==> src/rtl/fw_pkg.sv <==
package fw_pkg;
  localparam int DESC_W  = 32;
  localparam int OFS_W   = 16;
  localparam int FIELD_W = 8;

  typedef struct packed {
    logic [OFS_W-1:0]   word_ofs;
    logic [FIELD_W-1:0] width;
    logic [FIELD_W-1:0] lsb;
  } fw_desc_t;

  typedef enum logic [1:0] {
    ST_IDLE  = 2'd0,
    ST_CHECK = 2'd1,
    ST_READ  = 2'd2,
    ST_WRITE = 2'd3
  } fw_state_e;
endpackage

==> src/rtl/fw_field_decode.sv <==
module fw_field_decode
  import fw_pkg::*;
#(
  parameter int DATA_W = 32,
  parameter int ADDR_W = 32
) (
  input  fw_desc_t          desc,
  input  logic [ADDR_W-1:0] base,
  input  logic [DATA_W-1:0] value,
  output logic [ADDR_W-1:0] addr,
  output logic [DATA_W-1:0] clr_mask,
  output logic [DATA_W-1:0] ins_bits,
  output logic              valid
);
  localparam int SUM_W = FIELD_W + 1;
  localparam int SH_W  = $clog2(DATA_W);
  localparam logic [SUM_W-1:0] TOP = SUM_W'(DATA_W);

  logic [SUM_W-1:0]  lsb_ext;
  logic [SUM_W-1:0]  wid_ext;
  logic [SUM_W-1:0]  end_ext;
  logic [DATA_W-1:0] keep_lo;
  logic [DATA_W-1:0] trunc;
  logic [DATA_W-1:0] shifted;

  assign lsb_ext = {1'b0, desc.lsb};
  assign wid_ext = {1'b0, desc.width};
  assign end_ext = lsb_ext + wid_ext;

  // the field is refused when empty or when it spills over the top bit
  assign valid = (desc.width != '0) && (end_ext <= TOP);

  assign addr = base + ADDR_W'(desc.word_ofs);

  // per-bit range compare: no shift by the full word width anywhere
  for (genvar i = 0; i < DATA_W; i++) begin : g_bit
    localparam logic [SUM_W-1:0] IDX = SUM_W'(i);
    assign keep_lo[i]  = (IDX < wid_ext);
    assign clr_mask[i] = (IDX >= lsb_ext) && (IDX < end_ext);
  end

  assign trunc    = value & keep_lo;
  assign shifted  = trunc << desc.lsb[SH_W-1:0];
  assign ins_bits = shifted & clr_mask;
endmodule

==> src/rtl/fw_merge.sv <==
module fw_merge #(
  parameter int DATA_W = 32
) (
  input  logic [DATA_W-1:0] old_word,
  input  logic [DATA_W-1:0] clr_mask,
  input  logic [DATA_W-1:0] ins_bits,
  output logic [DATA_W-1:0] new_word
);
  assign new_word = (old_word & ~clr_mask) | ins_bits;
endmodule

==> src/rtl/fw_ctrl.sv <==
module fw_ctrl
  import fw_pkg::*;
(
  input  logic clk,
  input  logic rst,
  input  logic start,
  input  logic valid,
  input  logic rd_ack,
  input  logic wr_ack,
  output logic load_cmd,
  output logic load_plan,
  output logic load_wdata,
  output logic busy,
  output logic done,
  output logic error,
  output logic rd_req,
  output logic wr_req
);
  fw_state_e state;

  assign load_cmd   = (state == ST_IDLE) && start;
  assign load_plan  = (state == ST_CHECK);
  assign load_wdata = (state == ST_READ) && rd_ack;

  always_ff @(posedge clk) begin
    if (rst) begin
      state  <= ST_IDLE;
      busy   <= 1'b0;
      done   <= 1'b0;
      error  <= 1'b0;
      rd_req <= 1'b0;
      wr_req <= 1'b0;
    end else begin
      done  <= 1'b0;
      error <= 1'b0;
      case (state)
        ST_IDLE: if (start) begin
          state <= ST_CHECK;
          busy  <= 1'b1;
        end
        ST_CHECK: if (valid) begin
          state  <= ST_READ;
          rd_req <= 1'b1;
        end else begin
          state <= ST_IDLE;
          busy  <= 1'b0;
          done  <= 1'b1;
          error <= 1'b1;
        end
        ST_READ: if (rd_ack) begin
          rd_req <= 1'b0;
          wr_req <= 1'b1;
          state  <= ST_WRITE;
        end
        ST_WRITE: if (wr_ack) begin
          wr_req <= 1'b0;
          busy   <= 1'b0;
          done   <= 1'b1;
          state  <= ST_IDLE;
        end
        default: state <= ST_IDLE;
      endcase
    end
  end

  p_req_excl_r2: assert property (@(posedge clk) disable iff (rst)
    !(rd_req && wr_req));
  p_rd_hold_r10: assert property (@(posedge clk) disable iff (rst)
    rd_req && !rd_ack |=> rd_req);
  p_wr_hold_r10: assert property (@(posedge clk) disable iff (rst)
    wr_req && !wr_ack |=> wr_req);
  p_rd_drop_r10: assert property (@(posedge clk) disable iff (rst)
    rd_req && rd_ack |=> !rd_req && wr_req);
  p_done_pulse_r7: assert property (@(posedge clk) disable iff (rst)
    done |=> !done);
  p_done_src_r7: assert property (@(posedge clk) disable iff (rst)
    done && !error |-> $past(wr_req && wr_ack));
  p_busy_fall_r7: assert property (@(posedge clk) disable iff (rst)
    $fell(busy) |-> done);
  p_err_quiet_r6: assert property (@(posedge clk) disable iff (rst)
    error |-> done && !rd_req && !wr_req && $past(!rd_req && !wr_req));
endmodule

==> src/rtl/field_rmw_writer.sv <==
module field_rmw_writer
  import fw_pkg::*;
#(
  parameter int DATA_W = 32,
  parameter int ADDR_W = 32
) (
  input  logic              clk,
  input  logic              rst,
  input  logic              start,
  input  logic [ADDR_W-1:0] base_addr,
  input  logic [DESC_W-1:0] descriptor,
  input  logic [DATA_W-1:0] value,
  output logic              busy,
  output logic              done,
  output logic              error,
  output logic              rd_req,
  output logic [ADDR_W-1:0] rd_addr,
  input  logic              rd_ack,
  input  logic [DATA_W-1:0] rd_data,
  output logic              wr_req,
  output logic [ADDR_W-1:0] wr_addr,
  output logic [DATA_W-1:0] wr_data,
  input  logic              wr_ack
);
  fw_desc_t          desc_q;
  logic [ADDR_W-1:0] base_q;
  logic [DATA_W-1:0] value_q;
  logic [ADDR_W-1:0] addr_q;
  logic [DATA_W-1:0] mask_q;
  logic [DATA_W-1:0] ins_q;
  logic [DATA_W-1:0] old_q;
  logic [DATA_W-1:0] wdata_q;

  logic [ADDR_W-1:0] dec_addr;
  logic [DATA_W-1:0] dec_mask;
  logic [DATA_W-1:0] dec_ins;
  logic              dec_valid;
  logic [DATA_W-1:0] merged;
  logic              load_cmd;
  logic              load_plan;
  logic              load_wdata;

  fw_field_decode #(.DATA_W(DATA_W), .ADDR_W(ADDR_W)) u_decode (
    .desc     (desc_q),
    .base     (base_q),
    .value    (value_q),
    .addr     (dec_addr),
    .clr_mask (dec_mask),
    .ins_bits (dec_ins),
    .valid    (dec_valid)
  );

  fw_merge #(.DATA_W(DATA_W)) u_merge (
    .old_word (rd_data),
    .clr_mask (mask_q),
    .ins_bits (ins_q),
    .new_word (merged)
  );

  fw_ctrl u_ctrl (
    .clk        (clk),
    .rst        (rst),
    .start      (start),
    .valid      (dec_valid),
    .rd_ack     (rd_ack),
    .wr_ack     (wr_ack),
    .load_cmd   (load_cmd),
    .load_plan  (load_plan),
    .load_wdata (load_wdata),
    .busy       (busy),
    .done       (done),
    .error      (error),
    .rd_req     (rd_req),
    .wr_req     (wr_req)
  );

  always_ff @(posedge clk) begin
    if (rst) begin
      desc_q  <= '0;
      base_q  <= '0;
      value_q <= '0;
      addr_q  <= '0;
      mask_q  <= '0;
      ins_q   <= '0;
      old_q   <= '0;
      wdata_q <= '0;
    end else begin
      if (load_cmd) begin
        desc_q  <= fw_desc_t'(descriptor);
        base_q  <= base_addr;
        value_q <= value;
      end
      if (load_plan) begin
        addr_q <= dec_addr;
        mask_q <= dec_mask;
        ins_q  <= dec_ins;
      end
      if (load_wdata) begin
        old_q   <= rd_data;
        wdata_q <= merged;
      end
    end
  end

  assign rd_addr = addr_q;
  assign wr_addr = addr_q;
  assign wr_data = wdata_q;

  p_keep_outside_r3: assert property (@(posedge clk) disable iff (rst)
    wr_req |-> ((wr_data ^ old_q) & ~mask_q) == '0);
  p_field_bits_r4: assert property (@(posedge clk) disable iff (rst)
    wr_req |-> (wr_data & mask_q) == ins_q);
  p_ignore_start_r8: assert property (@(posedge clk) disable iff (rst)
    busy && start |=> $stable(desc_q) && $stable(value_q) && $stable(base_q));
  p_mask_nonempty_r1: assert property (@(posedge clk) disable iff (rst)
    rd_req |-> mask_q != '0);
endmodule

==> config.mk <==
export PLATFORM = sky130hd
export DESIGN_NAME = field_rmw_writer
export DESIGN_NICKNAME = d
export VERILOG_FILES = /design/src/rtl/fw_pkg.sv /design/src/rtl/fw_field_decode.sv /design/src/rtl/fw_merge.sv /design/src/rtl/fw_ctrl.sv /design/src/rtl/field_rmw_writer.sv
export SDC_FILE = /design/constraint.sdc
export NUM_CORES = 1
export LEC_CHECK = 0
export BUFFER_PORTS_ARGS = -buffer_cell sky130_fd_sc_hd__buf_2
export CORE_MARGIN = 1.5
export CORE_UTILIZATION = 45
export CTS_CLUSTER_DIAMETER = 40
export DETAILED_ROUTE_END_ITERATION = 7
export HOLD_SLACK_MARGIN = 0.05
export PLACE_DENSITY = 0.73
export SYNTH_ARGS = -nofsm -noshare
export SYNTH_HDL_FRONTEND = slang
export SYNTH_HIERARCHICAL = 1
export SYNTH_SLANG_ARGS = --single-unit
==> constraint.sdc <==
create_clock -name clk -period 8.6 [get_ports clk]
set_clock_uncertainty 0.05 [all_clocks]
set_input_delay 2.58 -clock clk [delete_from_list [all_inputs] [get_ports clk]]
set_output_delay 2.58 -clock clk [all_outputs]
set_load 0.05 [all_outputs]
# Word level (Yosys, flattened, before mapping)
# Cells that the tools add are included.
[totals]
inputBits = 133
word_cells = 191
register_bits = 231
out_inout_bits = 101
[op_classes]
n_eq_ne = 8
muxes = 17
bitwise = 6
reduce_logical = 45
addsub = 2
n_lt_le_gt_ge = 97
shift = 1
[ops]
columns = ["op", "n"]
rows = [
  ["$lt A5 B9 Y1 const A", 16],
  ["$ge A5 B8 Y1 const A", 16],
  ["$lt A5 B8 Y1 const A", 16],
  ["$and A32 B32 Y32", 3],
  ["$lt A4 B9 Y1 const A", 8],
  ["$ge A4 B8 Y1 const A", 8],
  ["$lt A4 B8 Y1 const A", 8],
  ["$lt A3 B9 Y1 const A", 4],
  ["$logic_and A1 B1 Y1", 35],
  ["$add A32 B16 Y32", 1],
  ["$ge A3 B8 Y1 const A", 4],
  ["$lt A3 B8 Y1 const A", 4],
  ["$not A32 Y32", 1],
  ["$or A32 B32 Y32", 1],
  ["$shl A32 B5 Y32", 1],
  ["$lt A1 B9 Y1 const A", 2],
  ["$lt A2 B9 Y1 const A", 2],
  ["$ge A1 B8 Y1 const A", 2],
  ["$ge A2 B8 Y1 const A", 2],
  ["$lt A1 B8 Y1 const A", 2],
  ["$lt A2 B8 Y1 const A", 2],
  ["$ne A2 B2 Y1 const B", 5],
  ["$add A8 B8 Y9", 1],
  ["$le A9 B6 Y1 const B", 1],
  ["15 further kinds", 31],
]

# Longest topological paths before layout
[depth]
depth_word = 5
mapped_depth = 12
mapped_depth_nobuf = 11

# Modules after synthesis
# Netlist, hierarchy kept.
[by_module_without_submodules]
columns = ["mod", "instances", "cells_per_inst", "area_per_inst_um2", "seq_area_each_um2"]
rows = [
  ["field_rmw_writer", 1, 755, 8242.9, 4484.3],
  ["fw_field_decode", 1, 648, 4226.6, 0.0],
  ["fw_merge", 1, 64, 360.3, 0.0],
  ["fw_ctrl", 1, 32, 307.8, 140.1],
]

# Worst setup path after synthesis
# No wires, ideal clock.
[synth_path]
path_type = "input port to flip-flop"
startpoint = "in start"
endpoint = "reg base_q[19]"
path_buffers = 3
required_ps = 8433
setup_time_ps = 117
path_stages = 6
arrival_time_ps = 3421
path_slack_ps = 5012
cell_sequence = "nor3b_4 -> buf_4 -> buf_12 -> buf_12 -> mux2i_1 -> nor2_1"
[synth_between]
elab_chain_len = 1
[synth_lines]
columns = ["element", "line_no", "text"]
rows = [
  ["from (decl)", "field_rmw_writer.sv:9", "input logic start,"],
  ["$logic_and A1 B1 Y1", "fw_ctrl.sv:21", "assign load_cmd = (state == ST_IDLE) && start;"],
  ["to (signal assigned)", "field_rmw_writer.sv:90", "base_q <= base_addr;"],
  ["to (decl)", "field_rmw_writer.sv:26", "logic [ADDR_W-1:0] base_q;"],
]
# No other way between the ends.
# A chain may end at the register's enable or synchronous reset.

# Final worst setup path
[layout_path]
startpoint = "in start"
endpoint = "reg value_q[6]"
[layout_between]
elab_chain_len = 1
[layout_lines]
columns = ["element", "line_no", "text"]
rows = [
  ["$logic_and A1 B1 Y1", "fw_ctrl.sv:21", ""],
  ["named net load_cmd", "field_rmw_writer.sv:39", "logic load_cmd;"],
  ["to (signal assigned)", "field_rmw_writer.sv:91", "value_q <= value;"],
  ["to (decl)", "field_rmw_writer.sv:27", "logic [DATA_W-1:0] value_q;"],
]
# The timed path passes the listed nets, and every way through them passes these cells.

==> reports/qor.txt <==
Kind of end point of the critical path: flip-flop
DRT Wirelength: 38100 um
# nets final: 1818
ANT cells: 0
CP startpoint kind: input port
Count of final setup violators: 0
Yosys top cell by area: dfxtp_1
CP max stage delay: 0.79 ns
Multi-input logic area: 7460 sq um
Synth Flop Type: dfxtp_1
Crit Path Max Fanout: 53
R2r setup slk: 4.44 ns
Top cells by area, synth: dfxtp_1 35%, mux2i_1 19%, nor2_1 8.3%
Routed WL per cell: 18.4 um
Slew margin rel.: 19.5%
LEAKAGE: 6.83 nW
Syn. warnings: 6
Die W: 174 um
CTS tree: yes
DR DRC count: 0
Post-CTS setup buffers: 0
CP max stage cell: buf_4
Ports: 234
# resized after CTS: 0
Initial antenna violation count: 1
Drt via density: 5.59
Critical path class: in2reg
GR Util met2: 40.7%
Power per cell area: 229 nW/um^2
Hold Fails Final Rpt: 0
Met1 global-route usage: 31.3%
Register area: 4620 sq um
Die height: 174 um
Hpwl dp: 27300 um
Clk sink count: 231
Syn Inst Count: 1499
Pre-antenna DRT Iters: 6
Peak VDD IR: 0.140 mV
CTS Buf Count: 37
Area fraction of the dominant cell type after synthesis: 35.2%
Placer congestion estimate: 0.983
Global-route wire length before repair: 59300 um
Die area: 30200 sq um
Inst Count DP: 2004
Period utilization: 51.0%
H-Tree Depth: 2
Clock root cell: clkbuf_16
# fillers: 2689
Flops & latches, synth: 231
Worst Hold Class: reg2reg
GRT busiest layer: met2
Critical Path Most Common Cell: buf_4
Synthesis-to-layout area growth: 16.7%
GRT Overall Usage: 24.5%
Fmax: 228 MHz
Share of layout cells above drive strength 1: 20.5%
TNS Setup: 0 ns
Skew-Pair Late Insertion Delay: 0.52 ns
Avg Inst Size Synth: 8.76 sq um
GRT overflow: 0
Largest net degree at the start of global routing: 154
Unrepaired setup endpoints after global routing: false
Clock Path Buffers: 3
Core Area: 28700 sq um
Post-DRT Antenna Nets: 0
Reg clk slew, reported paths: 0.05 ns
EDFF count, synth: 0
Arr. time, crit path: 4.69 ns
Buffers on Ports: 233
Vias in the first global route: 10900
Routed vias: 11600
Worst EP required: 8.91 ns
CTS Hold Buffers Added: 0
Mapped Nets: 1658
Slew Limit Fails: 0
Slew @ Worst Pin: 1.20 ns
Final Non-Filler Cells: 2070
Initial Utilization: 45.8%
Run status: finished, final reports clean
Initial DRC Count: 989
Std cell rows: 62
Number of max-cap violations: 0
Cells along the critical path: buf_2, nor3b_4, buf_4, buf_4, mux2i_1, nor2_1
FFs w/ async S/R, synth: 0%
Syn Std Cell Area: 13100 sq um
Register area share after synthesis: 35.2%
Grt met3 use: 4.67%
Cell variety after synth: 83
Min Tclk post-route: 4.38 ns
[cell usage after synthesis (5+ instances only)]
cell and count:
nand3_1 20, nor3_1 16, buf_4 48, dfxtp_1 231
a21oi_1 60, clkbuf_1 36, o21ai_0 46, a21o_1 42
buf_12 10, nand2_1 79, mux2i_1 247, o21ai_1 7
and3_1 15, ha_1 24, xnor2_1 19, nor2_1 289
nor3b_1 5, mux2_2 11, a211oi_1 11, buf_2 28
xor2_1 16, o21a_1 5, buf_1 7, o211a_1 8
a221oi_1 7, o311a_1 5, inv_1 48, nor2b_1 10
a311oi_1 5, o211ai_1 8, nand2b_1 6, o22ai_1 9
a31oi_1 16
[state kept, by name, indices dropped and copies added, names as in the netlist, named ones only]
| name | count |
|---|---|
| base_q | 32 |
| desc_q | 32 |
| ins_q | 32 |
| mask_q | 32 |
| rd_addr | 32 |
| value_q | 32 |
| wr_data | 32 |
| u_ctrl/busy | 1 |
| u_ctrl/done | 1 |
| u_ctrl/error | 1 |
| u_ctrl/rd_req | 1 |
| u_ctrl/state | 1 |
| u_ctrl/wr_req | 1 |
[per-stage QoR]
stage	worst slack (ns)	power, mW	util, %	hold slack [ns]	cell area (sq um)
global placement	3.76	1.99	49.0	0.422	14100
global route	4.04	3.66	53.4	0.459	15300
finish	4.22	3.51	53.4	0.434	15300
detailed placement	3.70	2.00	49.0	0.428	14100
floorplan	5.01	1.81	-	0.402	13100
CTS	4.23	3.53	53.4	0.436	15300
[power breakdown]
| group | leakage (nW) | switching, mW | internal, mW |
|---|---|---|---|
| sequential | 1.88 | 0.0538 | 1.14 |
| combinational | 4.33 | 0.511 | 0.289 |
| clock | 0.616 | 0.546 | 0.973 |
| total | 6.83 | 1.11 | 2.40 |
[placed cells by master, fill, tap and decap left out, types with 9 or more instances in the layout]
cell type  count
o22ai_1        9
buf_4         19
nor2b_1       10
o21ai_0       46
nor3_1        16
a21oi_1       60
nand2_1       79
clkbuf_16     38
a31oi_1       16
nand3_1       20
xnor2_1       19
ha_1          24
buf_2        232
a21o_1        42
a211oi_1      11
and3_1        15
dfxtp_1      231
inv_1         48
nor2_1       288
mux2i_1      247
xor2_1        16
mux2_2        11
[worst max-delay path, delay by kind of cell]
family,cells,cell delay [ns]
muxes,1,0.26
buffers and inverters,3,1.50
and+or+nand+nor,2,0.22
[layer usage]
layer	part of all wire (%)	routed length (um)
met4	3.8	1440
met1	42	16100
met5	0	0
met3	8.0	3040
met2	46	17500
[final timing paths]
path / start / endpoint / depth (start not counted)
min reg2reg: u_ctrl/rd_req / u_ctrl/rd_req / 2
min: u_ctrl/rd_req / u_ctrl/rd_req / 2
max reg2reg: desc_q[0] / u_ctrl/busy / 11
max: start / value_q[6] / 6
[cell type report]
type                            instances  area share (%)
Clock inverter                         24            2.02
Clock buffer                           42            6.30
Timing Repair Buffer                  252            8.57
Inverter                               49            1.20
Sequential cell                       231            30.2
Multi-Input combinational cell       1088            48.6
Tap cell                              384            3.13
[cells by family (layout without fill, tap and decap cells)]
group / Yosys count / in the layout / share of synthesized area [%]
XOR/XNOR: 35 / 35 / 2.33
buffers and inverters: 180 / 367 / 8.13
flip-flops: 231 / 231 / 35.2
AND/OR/NAND/NOR: 475 / 475 / 15.8
multiplexers: 263 / 263 / 20.5
AO/OA/AOI/OAI: 289 / 289 / 15.4
adder cells (fa/ha/maj): 26 / 26 / 2.59
(Power assumes the default switching activity.)
